### config.mk
export PLATFORM = sky130hd
export DESIGN_NAME = eeprom_page_prog
export DESIGN_NICKNAME = d
export VERILOG_FILES = /design/src/rtl/eprog_pkg.sv /design/src/rtl/eprog_phase_timer.sv /design/src/rtl/eprog_window_timer.sv /design/src/rtl/eprog_poll_unit.sv /design/src/rtl/eeprom_page_prog.sv
export SDC_FILE = /design/constraint.sdc
export NUM_CORES = 1
export LEC_CHECK = 0
export ABC_AREA = 1
export BUFFER_PORTS_ARGS = -buffer_cell sky130_fd_sc_hd__buf_2
export CAP_MARGIN = 30
export CELL_PAD_IN_SITES_DETAIL_PLACEMENT = 1
export CELL_PAD_IN_SITES_GLOBAL_PLACEMENT = 1
export CORE_ASPECT_RATIO = 0.7
export CORE_MARGIN = 2
export CORE_UTILIZATION = 30
export CTS_CLUSTER_SIZE = 8
export DETAILED_ROUTE_END_ITERATION = 8
export PLACE_DENSITY = 0.61
export SKIP_CTS_REPAIR_TIMING = 1
export SLEW_MARGIN = 5
export SYNTH_ARGS = -nofsm -noshare
export SYNTH_HDL_FRONTEND = slang
export SYNTH_SLANG_ARGS = --single-unit
### constraint.sdc
create_clock -name clk -period 2.7 [get_ports clk]
set_clock_uncertainty 0.15 [all_clocks]
set_input_delay 0.54 -clock clk [delete_from_list [all_inputs] [get_ports clk]]
set_output_delay 0.54 -clock clk [all_outputs]
set_load 0.01 [all_outputs]
### src/rtl/eprog_pkg.sv
package eprog_pkg;

  typedef enum logic [3:0] {
    ST_IDLE,
    ST_LOAD,
    ST_SETUP,
    ST_STROBE,
    ST_RECOVER,
    ST_PSETUP,
    ST_PREAD,
    ST_PGAP,
    ST_DONE
  } eprog_state_e;

  localparam logic POLL_COMPARE = 1'b0;
  localparam logic POLL_TOGGLE  = 1'b1;

endpackage

### src/rtl/eprog_phase_timer.sv
// Down-counter that times the setup, strobe and read phases.
module eprog_phase_timer #(
  parameter int W = 3
) (
  input  logic         clk,
  input  logic         rst_n,
  input  logic         load_i,
  input  logic [W-1:0] load_val_i,
  output logic         zero_o
);

  logic [W-1:0] cnt_q, cnt_d;
  logic         cnt_en;

  always_comb begin
    cnt_en = load_i || (cnt_q != '0);
    cnt_d  = load_i ? load_val_i : cnt_q - W'(1);
  end

  always_ff @(posedge clk or negedge rst_n) begin
    if (!rst_n)      cnt_q <= '0;
    else if (cnt_en) cnt_q <= cnt_d;
  end

  assign zero_o = (cnt_q == '0);

endmodule

### src/rtl/eprog_window_timer.sv
// Counts cycles since the last strobe fall and flags when no further
// strobe could still fall inside the load window.
module eprog_window_timer #(
  parameter int WINDOW_CYC = 10000,
  parameter int SETUP_CYC  = 2
) (
  input  logic clk,
  input  logic rst_n,
  input  logic mark_i,
  output logic late_o
);

  localparam int W       = $clog2(WINDOW_CYC + 1);
  localparam int LATE_AT = WINDOW_CYC - SETUP_CYC;
  localparam logic [W-1:0] CNT_MAX = W'(WINDOW_CYC);
  localparam logic [W-1:0] LATE_V  = W'(LATE_AT);

  logic [W-1:0] cnt_q, cnt_d;
  logic         cnt_en;

  always_comb begin
    cnt_en = mark_i || (cnt_q != CNT_MAX);
    cnt_d  = mark_i ? '0 : cnt_q + W'(1);
  end

  always_ff @(posedge clk or negedge rst_n) begin
    if (!rst_n)      cnt_q <= CNT_MAX;
    else if (cnt_en) cnt_q <= cnt_d;
  end

  assign late_o = (cnt_q >= LATE_V);

endmodule

### src/rtl/eprog_poll_unit.sv
// Judges each poll read and times the poll phase.
module eprog_poll_unit #(
  parameter int POLL_TIMEOUT = 500000
) (
  input  logic       clk,
  input  logic       rst_n,
  input  logic       begin_i,
  input  logic       sample_i,
  input  logic       mode_i,
  input  logic [7:0] din_i,
  input  logic [7:0] ref_i,
  output logic       match_o,
  output logic       timeout_o
);

  localparam int W = $clog2(POLL_TIMEOUT + 1);
  localparam logic [W-1:0] TO_V = W'(POLL_TIMEOUT);

  logic [W-1:0] to_q, to_d;
  logic         to_en;
  logic         prev6_q, have_prev_q;
  logic         prev6_d, have_prev_d;
  logic         hist_en;

  always_comb begin
    to_en = begin_i || (to_q != TO_V);
    to_d  = begin_i ? '0 : to_q + W'(1);
    hist_en     = begin_i || sample_i;
    prev6_d     = din_i[6];
    have_prev_d = !begin_i;
  end

  always_ff @(posedge clk or negedge rst_n) begin
    if (!rst_n)     to_q <= '0;
    else if (to_en) to_q <= to_d;
  end

  always_ff @(posedge clk or negedge rst_n) begin
    if (!rst_n) begin
      prev6_q     <= 1'b0;
      have_prev_q <= 1'b0;
    end else if (hist_en) begin
      prev6_q     <= prev6_d;
      have_prev_q <= have_prev_d;
    end
  end

  always_comb begin
    if (mode_i == eprog_pkg::POLL_TOGGLE) match_o = have_prev_q && (din_i[6] == prev6_q);
    else                                  match_o = (din_i == ref_i);
  end

  assign timeout_o = (to_q == TO_V);

endmodule

### src/rtl/eeprom_page_prog.sv
module eeprom_page_prog
  import eprog_pkg::*;
#(
  parameter int ADDR_W       = 13,
  parameter int PAGE_W       = 6,
  parameter int CNT_W        = 14,
  parameter int SETUP_CYC    = 2,
  parameter int STROBE_CYC   = 4,
  parameter int READ_CYC     = 4,
  parameter int WINDOW_CYC   = 10000,
  parameter int POLL_TIMEOUT = 500000
) (
  input  logic              clk,
  input  logic              rst_n,
  input  logic              start_i,
  input  logic [ADDR_W-1:0] start_addr_i,
  input  logic [CNT_W-1:0]  byte_count_i,
  input  logic              poll_mode_i,
  input  logic              in_valid_i,
  input  logic [7:0]        in_data_i,
  output logic              in_ready_o,
  output logic              mem_ce_n_o,
  output logic              mem_oe_n_o,
  output logic              mem_we_n_o,
  output logic [ADDR_W-1:0] mem_addr_o,
  output logic [7:0]        mem_dout_o,
  output logic              mem_drive_o,
  input  logic [7:0]        mem_din_i,
  output logic              busy_o,
  output logic              done_o,
  output logic              timeout_err_o
);

  localparam int PH_MAX0 = (SETUP_CYC > STROBE_CYC) ? SETUP_CYC : STROBE_CYC;
  localparam int PH_MAX  = (PH_MAX0 > READ_CYC) ? PH_MAX0 : READ_CYC;
  localparam int PH_W    = $clog2(PH_MAX + 1);
  localparam logic [PH_W-1:0] PH_SETUP  = PH_W'(SETUP_CYC - 1);
  localparam logic [PH_W-1:0] PH_STROBE = PH_W'(STROBE_CYC - 1);
  localparam logic [PH_W-1:0] PH_READ   = PH_W'(READ_CYC - 1);

  // reset: asserted at once, released on a clock edge
  logic rst_meta_q, rst_sync_n;
  always_ff @(posedge clk or negedge rst_n) begin
    if (!rst_n) begin
      rst_meta_q <= 1'b0;
      rst_sync_n <= 1'b0;
    end else begin
      rst_meta_q <= 1'b1;
      rst_sync_n <= rst_meta_q;
    end
  end

  eprog_state_e      state_q, state_d;
  logic [ADDR_W-1:0] wr_addr_q, wr_addr_d;
  logic [ADDR_W-1:0] poll_addr_q, poll_addr_d;
  logic [7:0]        data_q, data_d;
  logic [CNT_W-1:0]  rem_q, rem_d;
  logic              mode_q, mode_d;
  logic              err_q, err_d;
  logic              run_open_q, run_open_d;

  logic              ph_load, ph_zero;
  logic [PH_W-1:0]   ph_val;
  logic              win_mark, win_late;
  logic              poll_begin, poll_sample, poll_match, poll_timeout;
  logic [ADDR_W-1:0] wr_next;

  eprog_phase_timer #(.W(PH_W)) u_phase (
    .clk        (clk),
    .rst_n      (rst_sync_n),
    .load_i     (ph_load),
    .load_val_i (ph_val),
    .zero_o     (ph_zero)
  );

  eprog_window_timer #(.WINDOW_CYC(WINDOW_CYC), .SETUP_CYC(SETUP_CYC)) u_window (
    .clk    (clk),
    .rst_n  (rst_sync_n),
    .mark_i (win_mark),
    .late_o (win_late)
  );

  eprog_poll_unit #(.POLL_TIMEOUT(POLL_TIMEOUT)) u_poll (
    .clk       (clk),
    .rst_n     (rst_sync_n),
    .begin_i   (poll_begin),
    .sample_i  (poll_sample),
    .mode_i    (mode_q),
    .din_i     (mem_din_i),
    .ref_i     (data_q),
    .match_o   (poll_match),
    .timeout_o (poll_timeout)
  );

  assign wr_next = wr_addr_q + ADDR_W'(1);

  // next-state logic
  always_comb begin
    state_d     = state_q;
    wr_addr_d   = wr_addr_q;
    poll_addr_d = poll_addr_q;
    data_d      = data_q;
    rem_d       = rem_q;
    mode_d      = mode_q;
    err_d       = err_q;
    run_open_d  = run_open_q;
    ph_load     = 1'b0;
    ph_val      = '0;
    win_mark    = 1'b0;
    poll_begin  = 1'b0;
    poll_sample = 1'b0;
    case (state_q)
      ST_IDLE: begin
        if (start_i) begin
          wr_addr_d  = start_addr_i;
          rem_d      = byte_count_i;
          mode_d     = poll_mode_i;
          err_d      = 1'b0;
          run_open_d = 1'b0;
          state_d    = (byte_count_i == '0) ? ST_DONE : ST_LOAD;
        end
      end
      ST_LOAD: begin
        if (run_open_q && win_late) begin
          run_open_d = 1'b0;
          poll_begin = 1'b1;
          state_d    = ST_PSETUP;
        end else if (in_valid_i) begin
          data_d  = in_data_i;
          ph_load = 1'b1;
          ph_val  = PH_SETUP;
          state_d = ST_SETUP;
        end
      end
      ST_SETUP: begin
        if (ph_zero) begin
          ph_load     = 1'b1;
          ph_val      = PH_STROBE;
          win_mark    = 1'b1;
          poll_addr_d = wr_addr_q;
          state_d     = ST_STROBE;
        end
      end
      ST_STROBE: begin
        if (ph_zero) state_d = ST_RECOVER;
      end
      ST_RECOVER: begin
        rem_d     = rem_q - CNT_W'(1);
        wr_addr_d = wr_next;
        if ((rem_q == CNT_W'(1)) || (wr_next[PAGE_W-1:0] == '0)) begin
          run_open_d = 1'b0;
          poll_begin = 1'b1;
          state_d    = ST_PSETUP;
        end else begin
          run_open_d = 1'b1;
          state_d    = ST_LOAD;
        end
      end
      ST_PSETUP: begin
        ph_load = 1'b1;
        ph_val  = PH_READ;
        state_d = ST_PREAD;
      end
      ST_PREAD: begin
        if (ph_zero) begin
          poll_sample = 1'b1;
          if (poll_match) state_d = (rem_q == '0) ? ST_DONE : ST_LOAD;
          else            state_d = ST_PGAP;
        end
      end
      ST_PGAP: begin
        if (poll_timeout) begin
          err_d   = 1'b1;
          state_d = ST_IDLE;
        end else begin
          state_d = ST_PSETUP;
        end
      end
      ST_DONE:  state_d = ST_IDLE;
      default:  state_d = ST_IDLE;
    endcase
  end

  // registers
  always_ff @(posedge clk or negedge rst_sync_n) begin
    if (!rst_sync_n) begin
      state_q     <= ST_IDLE;
      wr_addr_q   <= '0;
      poll_addr_q <= '0;
      data_q      <= '0;
      rem_q       <= '0;
      mode_q      <= POLL_COMPARE;
      err_q       <= 1'b0;
      run_open_q  <= 1'b0;
    end else begin
      state_q     <= state_d;
      wr_addr_q   <= wr_addr_d;
      poll_addr_q <= poll_addr_d;
      data_q      <= data_d;
      rem_q       <= rem_d;
      mode_q      <= mode_d;
      err_q       <= err_d;
      run_open_q  <= run_open_d;
    end
  end

  // bus and status decode
  logic in_poll;
  assign in_poll       = (state_q == ST_PSETUP) || (state_q == ST_PREAD) || (state_q == ST_PGAP);
  assign mem_we_n_o    = (state_q != ST_STROBE);
  assign mem_oe_n_o    = (state_q != ST_PREAD);
  assign mem_ce_n_o    = !((state_q == ST_STROBE) || (state_q == ST_PREAD));
  assign mem_drive_o   = (state_q == ST_SETUP) || (state_q == ST_STROBE) || (state_q == ST_RECOVER);
  assign mem_addr_o    = in_poll ? poll_addr_q : wr_addr_q;
  assign mem_dout_o    = data_q;
  assign in_ready_o    = (state_q == ST_LOAD) && !(run_open_q && win_late);
  assign busy_o        = (state_q != ST_IDLE);
  assign done_o        = (state_q == ST_DONE);
  assign timeout_err_o = err_q;

  // checker state watching the bus pins
  localparam int GAP_W = $clog2(WINDOW_CYC + 2);
  localparam logic [GAP_W-1:0] GAP_SAT = GAP_W'(WINDOW_CYC + 1);
  logic                     chk_we_prev_q, chk_run_q, chk_fall;
  logic [GAP_W-1:0]         chk_gap_q;
  logic [ADDR_W-PAGE_W-1:0] chk_page_q;
  assign chk_fall = chk_we_prev_q && !mem_we_n_o;
  always_ff @(posedge clk or negedge rst_sync_n) begin
    if (!rst_sync_n) begin
      chk_we_prev_q <= 1'b1;
      chk_run_q     <= 1'b0;
      chk_gap_q     <= '0;
      chk_page_q    <= '0;
    end else begin
      chk_we_prev_q <= mem_we_n_o;
      if (chk_fall) begin
        chk_gap_q  <= GAP_W'(1);
        chk_run_q  <= 1'b1;
        chk_page_q <= mem_addr_o[ADDR_W-1:PAGE_W];
      end else begin
        if (chk_gap_q != GAP_SAT) chk_gap_q <= chk_gap_q + GAP_W'(1);
        if (!mem_oe_n_o) chk_run_q <= 1'b0;
      end
    end
  end

  assert_idle_bus_R1: assert property (@(posedge clk) disable iff (!rst_sync_n)
    !busy_o |-> (mem_ce_n_o && mem_oe_n_o && mem_we_n_o && !mem_drive_o && !in_ready_o));
  assert_strobe_shape_R2: assert property (@(posedge clk) disable iff (!rst_sync_n)
    !mem_we_n_o |-> (!mem_ce_n_o && mem_oe_n_o && mem_drive_o));
  assert_take_quiet_R3: assert property (@(posedge clk) disable iff (!rst_sync_n)
    in_ready_o |-> (mem_ce_n_o && mem_we_n_o));
  assert_same_page_R4: assert property (@(posedge clk) disable iff (!rst_sync_n)
    (chk_fall && chk_run_q) |-> (mem_addr_o[ADDR_W-1:PAGE_W] == chk_page_q));
  assert_load_window_R5: assert property (@(posedge clk) disable iff (!rst_sync_n)
    (chk_fall && chk_run_q) |-> (chk_gap_q <= GAP_W'(WINDOW_CYC)));
  assert_poll_shape_R6: assert property (@(posedge clk) disable iff (!rst_sync_n)
    !mem_oe_n_o |-> (!mem_ce_n_o && mem_we_n_o && !mem_drive_o));
  assert_done_single_R9: assert property (@(posedge clk) disable iff (!rst_sync_n)
    done_o |=> !done_o);
  assert_err_no_done_R10: assert property (@(posedge clk) disable iff (!rst_sync_n)
    timeout_err_o |-> !done_o);

endmodule

* Word level (Yosys, flattened, before mapping) *
Index checks and enable logic that the tools add are counted.

storage, ports and cells
  flip-flop bits (word level) = 95
  output and inout port bits = 29
  word-level logic and storage cells = 118

cells by class
  add/subtract/negate cells = 5
  $lt $le $gt $ge = 1
  equal/unequal tests = 23
  multiplexer cells = 40
  bitwise operators = 1
  reduce and logical (&&, ||, !) cells = 33

operator list
  cell                                                                  number
  4-bit two-way mux                                                     9
  4-bit case mux with 8 select lines                                    1
  14-bit logical NOT                                                    2
  14-bit two-way mux                                                    2
  14-bit case mux with 2 select lines                                   1
  13-bit two-way mux                                                    2
  13-bit case mux with 2 select lines                                   1
  19-bit by 1-bit adder with 19-bit output, second input constant       1
  19-bit == test, second input constant                                 1
  19-bit two-way mux                                                    1
  19-bit != test, second input constant                                 1
  4-bit by 3-bit == test with 1-bit output, second input constant       4
  14-bit by 1-bit adder with 14-bit output, second input constant       1
  14-bit by 1-bit == test with 1-bit output, second input constant      1
  14-bit greater-or-equal comparator, second input constant             1
  1-bit two-way mux                                                     14
  14-bit != test, second input constant                                 1
  14-bit by 1-bit subtractor with 14-bit output, second input constant  1
  13-bit by 1-bit adder with 13-bit output, second input constant       1
  2-bit != test, second input constant                                  6
  1-bit logical OR                                                      10
  3-bit two-way mux                                                     3
  3-bit AND reduction                                                   3
  4-bit by 2-bit == test with 1-bit output, second input constant       2
  23 further kinds                                                      33

* Longest topological paths before layout *
  depth after elaboration = 6
  depth in mapped cells = 13
  depth with buffers taken out = 13

* By module *
A second synthesis with hierarchy kept.

second synthesis, totals
  cell total of the unflattened synthesis = 788
  area total of the unflattened synthesis = 5930.7 sq um

modules (own cells, without submodules)
  module              instances  cells each  area an instance (sq um)  sequential area each (sq um)
  eeprom_page_prog    1          423         3433.3                    1426.4
  eprog_poll_unit     1          203         1396.3                    525.5
  eprog_window_timer  1          130         893.4                     356.6
  eprog_phase_timer   1          32          207.7                     75.1

* Least setup slack after synthesis *
Ideal clock, no wire load.

  path kind = reg2out
  start point = register state_q[1]
  end point = output mem_addr_o[10]
  data arrival time = 1.325 ns
  slack = 0.685 ns
  stages on the path, launching flop included = 7
  path through = dfrtp_1 > nor2_2 > inv_2 > nand2_1 > buf_2 > nor2_1 > a21oi_1

between the ends
  longest elaborated chain between the ends = 4

RTL lines
  what                                      RTL line                 source
  start, declared                           eeprom_page_prog.sv:53   eprog_state_e state_q, state_d;
  start signal, assigned                    eeprom_page_prog.sv:196  state_q <= state_d;
  4-bit by 3-bit == test with 1-bit output  eeprom_page_prog.sv:209  assign in_poll = (state_q == ST_PSETUP) || (state_q == ST_PREAD) || (state_q == ST_PGAP);
  1-bit logical OR                          eeprom_page_prog.sv:209
  1-bit logical OR (*)                      eeprom_page_prog.sv:209
  13-bit two-way mux (*)                    eeprom_page_prog.sv:214  assign mem_addr_o = in_poll ? poll_addr_q : wr_addr_q;
  end, declared                             eeprom_page_prog.sv:25   output logic [ADDR_W-1:0] mem_addr_o,

Every way passes the cells marked *; elsewhere a longest branch is shown, timed or not.

* Worst setup path in the final report *
  start point = register state_q[1]
  end point = output mem_addr_o[1]

Same word-level chain as after synthesis.

==> flow_summary.ini <==
[drt]
dr.pass1.iters = 4
drc = 0
vias = 5155
wl_mm = 16.5
wire_per_inst_um = 15.5
drtAntennaViolNets = 0
first_iter_violations = 281
vias_per_cell = 4.84

[clock_tree]
cts_tree = done
numCtsBuffers = 9
clk_latency_ns = 0.36
cts_num_sinks = 95
cts.path.max_buffers = 2
clk_pin_slew_worst_paths_ns = 0.08
cts_root_buf = clkbuf_16
cts_max_level = 3

[synthesis]
syn_inst = 741
synth_seq_area_share_pct = 41.9
synth.top_cell.area_share_pct = 39.6
synth_top_area_cell = dfrtp_1
ys_warn_count = 0
netlist_area_sq_mm = 0.00569
syn_avg_cell_area_sq_um = 7.68
synth.area.top_cells = dfrtp_1, nand2_1, inv_1, nor2_1, a21oi_1
synthDistinctLibCells = 49
ys_ff_latch = 95
synth_nets = 800

[floorplanning]
num_io_pins = 77
num_rows = 42
initial_core_util_pct = 30.3
die_w_um = 169
dieArea_sq_mm = 0.0201
fp.coreArea_sq_mm = 0.0188
die_h_um = 119

[layout]
num_antenna_cells = 0
seq_area_sq_mm = 0.00239
drive_above_1_share_pct = 19.9
multi_input_area_sq_mm = 0.00280
nets = 877
instances_no_fill = 1065
syn_to_final_growth_pct = 16.4
fin_area_sq_mm = 0.00662
nFillCells = 2318

[worst_setup_path]
cpLargestDelayFamily = flip-flops
crit_path_max_incr_delay_ns = 0.47
crit_required_ns = 2.01
path_max_fanout = 26
cp_cell_sequence = nor2_2 > inv_2 > nand2_1 > buf_6 > nor2_1 > a21oi_1 > buf_2
worst-r2r-setup-slack_ns = 0.57
worstPathArrival_ns = 1.83
critPathLaunchType = register
endpoint_kind = primary output
cp_num_buf_inv = 3
crit_type = reg -> out
cp_slowest_cell = dfrtp_1

[place]
place_hpwl_mm = 12.3
dpl-instance-area_sq_mm = 0.00631
io_buffers = 76
gp_congestion = 0.783
dp_cells = 1048

[grt]
grt_first_pass_wirelength_mm = 27.5
grt_max_degree = 41
grt_usage_pct = 17.3
overflow = 0
grt_pass1_vias = 5261
antenna_found_initial = 0

[power_and_ir_drop]
p_comb_share_pct = 44.6
sw_frac_of_total_pct = 45.1
irDropWorstVdd_mv = 0.368
switching_power_w = 0.00323
total_power_w = 0.00717
p_int_w = 0.00394
p_clk_share_pct = 18.7
pwr-share-seq_pct = 36.7
powerDensity_mw_per_mm2 = 1080
p_leak_nw = 3.25

[timing]
slew_headroom_pct = 58.9
slew_viol_final = 0
hold-worst-slack_ns = 0.164
setup_viol = 0
rsz0062_at_grt = no
setup-tns-final_ns = 0
period_share_pct = 93.3
fin_crit_ns = 2.52
fmax_mhz = 397
worst_slew_pin_slew_ns = 0.615
finalHoldViolations = 0

[status]
outcome = completed

[min_path]
hold_class = reg -> async

[flow_run]
cap_violations = 0
## power by group through the flow
stage          clock [W]  sequential [W]  combinational (W)
5_1_grt          0.00144         0.00272            0.00369
3_5_place_dp           0         0.00265            0.00323
4_1_cts          0.00139         0.00263            0.00325
3_3_place_gp           0         0.00261            0.00312
6_report         0.00134         0.00263            0.00320
2_1_floorplan          0         0.00253            0.00233
## cells by family after synthesis
logic type	synth area share, %
AND/OR/NAND/NOR	31.4
XOR/XNOR	3.08
AO/OA/AOI/OAI	12.3
other	0.0659
flip-flops	41.9
buffers and inverters	8.93
adder cells (fa/ha/maj)	2.42
## metal layers
| metal | global-route usage, % | up-vias | wire length (um) |
|---|---|---|---|
| li1 | - | 2550 | - |
| met4 | 5.01 | 0 | 180 |
| met2 | 26.7 | 83 | 7300 |
| met1 | 24.7 | 2511 | 8560 |
| met5 | 0 | - | 0 |
| met3 | 3.19 | 11 | 466 |
## path summary, 6_finish.rpt
check,from,end,depth (start not counted)
worst max-delay path,state_q[1],mem_addr_o[1],7
worst min-delay path,rst_sync_n,wr_addr_q[6],0
worst max register to register,u_poll.to_q[1],u_poll.to_q[14],9
worst min register to register,rst_sync_n,wr_addr_q[6],0
max in group asynchronous,rst_sync_n,u_window.cnt_q[4],1
min in group clk,rst_meta_q,rst_sync_n,0
## sequential cells by signal (all words and copies together), names as in the netlist, 3 cells and up
register / count
wr_addr_q: 13
u_phase.cnt_q: 3
u_window.cnt_q: 14
rem_q: 14
state_q: 4
u_poll.to_q: 19
poll_addr_q: 13
mem_dout_o: 8
## cell usage after synthesis (all sizes together)
library cell and number:
conb 1, nand2 174, xnor2 3, o31ai 1, o22ai 6, or2 2
clkbuf 1, o211ai 6, o21ai 53, dfrtp 90, nand3 45, o32ai 1
ha 11, nand4 11, nand3b 2, buf 16, inv 101, xor2 17
dfstp 5, a21oi 46, nor4 4, a32o 1, nor2 104, a221oi 1
o221ai 3, a31oi 3, nor3b 4, o21a 1, a22oi 3, and2 1
nor3 23, and3 1
## cell usage in the layout, fill, tap and decap left out, types with 5 or more instances in the layout
cell type,count
nor2_2,8
nor2_4,6
o21ai_0,29
inv_2,10
o21ai_1,23
o22ai_1,6
nand3_1,41
nand4_1,11
nor2_1,89
nor3_1,11
nor3_2,11
nand2_2,9
buf_2,76
dfrtp_1,89
ha_1,11
xor2_1,17
dfstp_2,5
a21oi_1,46
inv_1,91
nand2_1,161
clkbuf_16,9
o211ai_1,6
## final cells by class
| class | instances | area share (%) |
|---|---|---|
| timing repair buffer | 83 | 6.82 |
| tap | 242 | 4.57 |
| clock buffer | 10 | 3.46 |
| multi-input combinational | 528 | 42.3 |
| clock inverter | 6 | 1.04 |
| inverter | 101 | 5.72 |
| sequential | 95 | 36.0 |
## stage by stage
| step | util, % | setup slack (ns) |
|---|---|---|
| after global placement | 33.6 | 0.568 |
| after detailed placement | 33.6 | 0.474 |
| final | 35.3 | 0.180 |
| after CTS | 35.2 | 0.0752 |
| after floorplan | - | 0.685 |
| after global routing | 35.3 | 0.00969 |
Note: power is estimated with default switching activity, not from simulation.
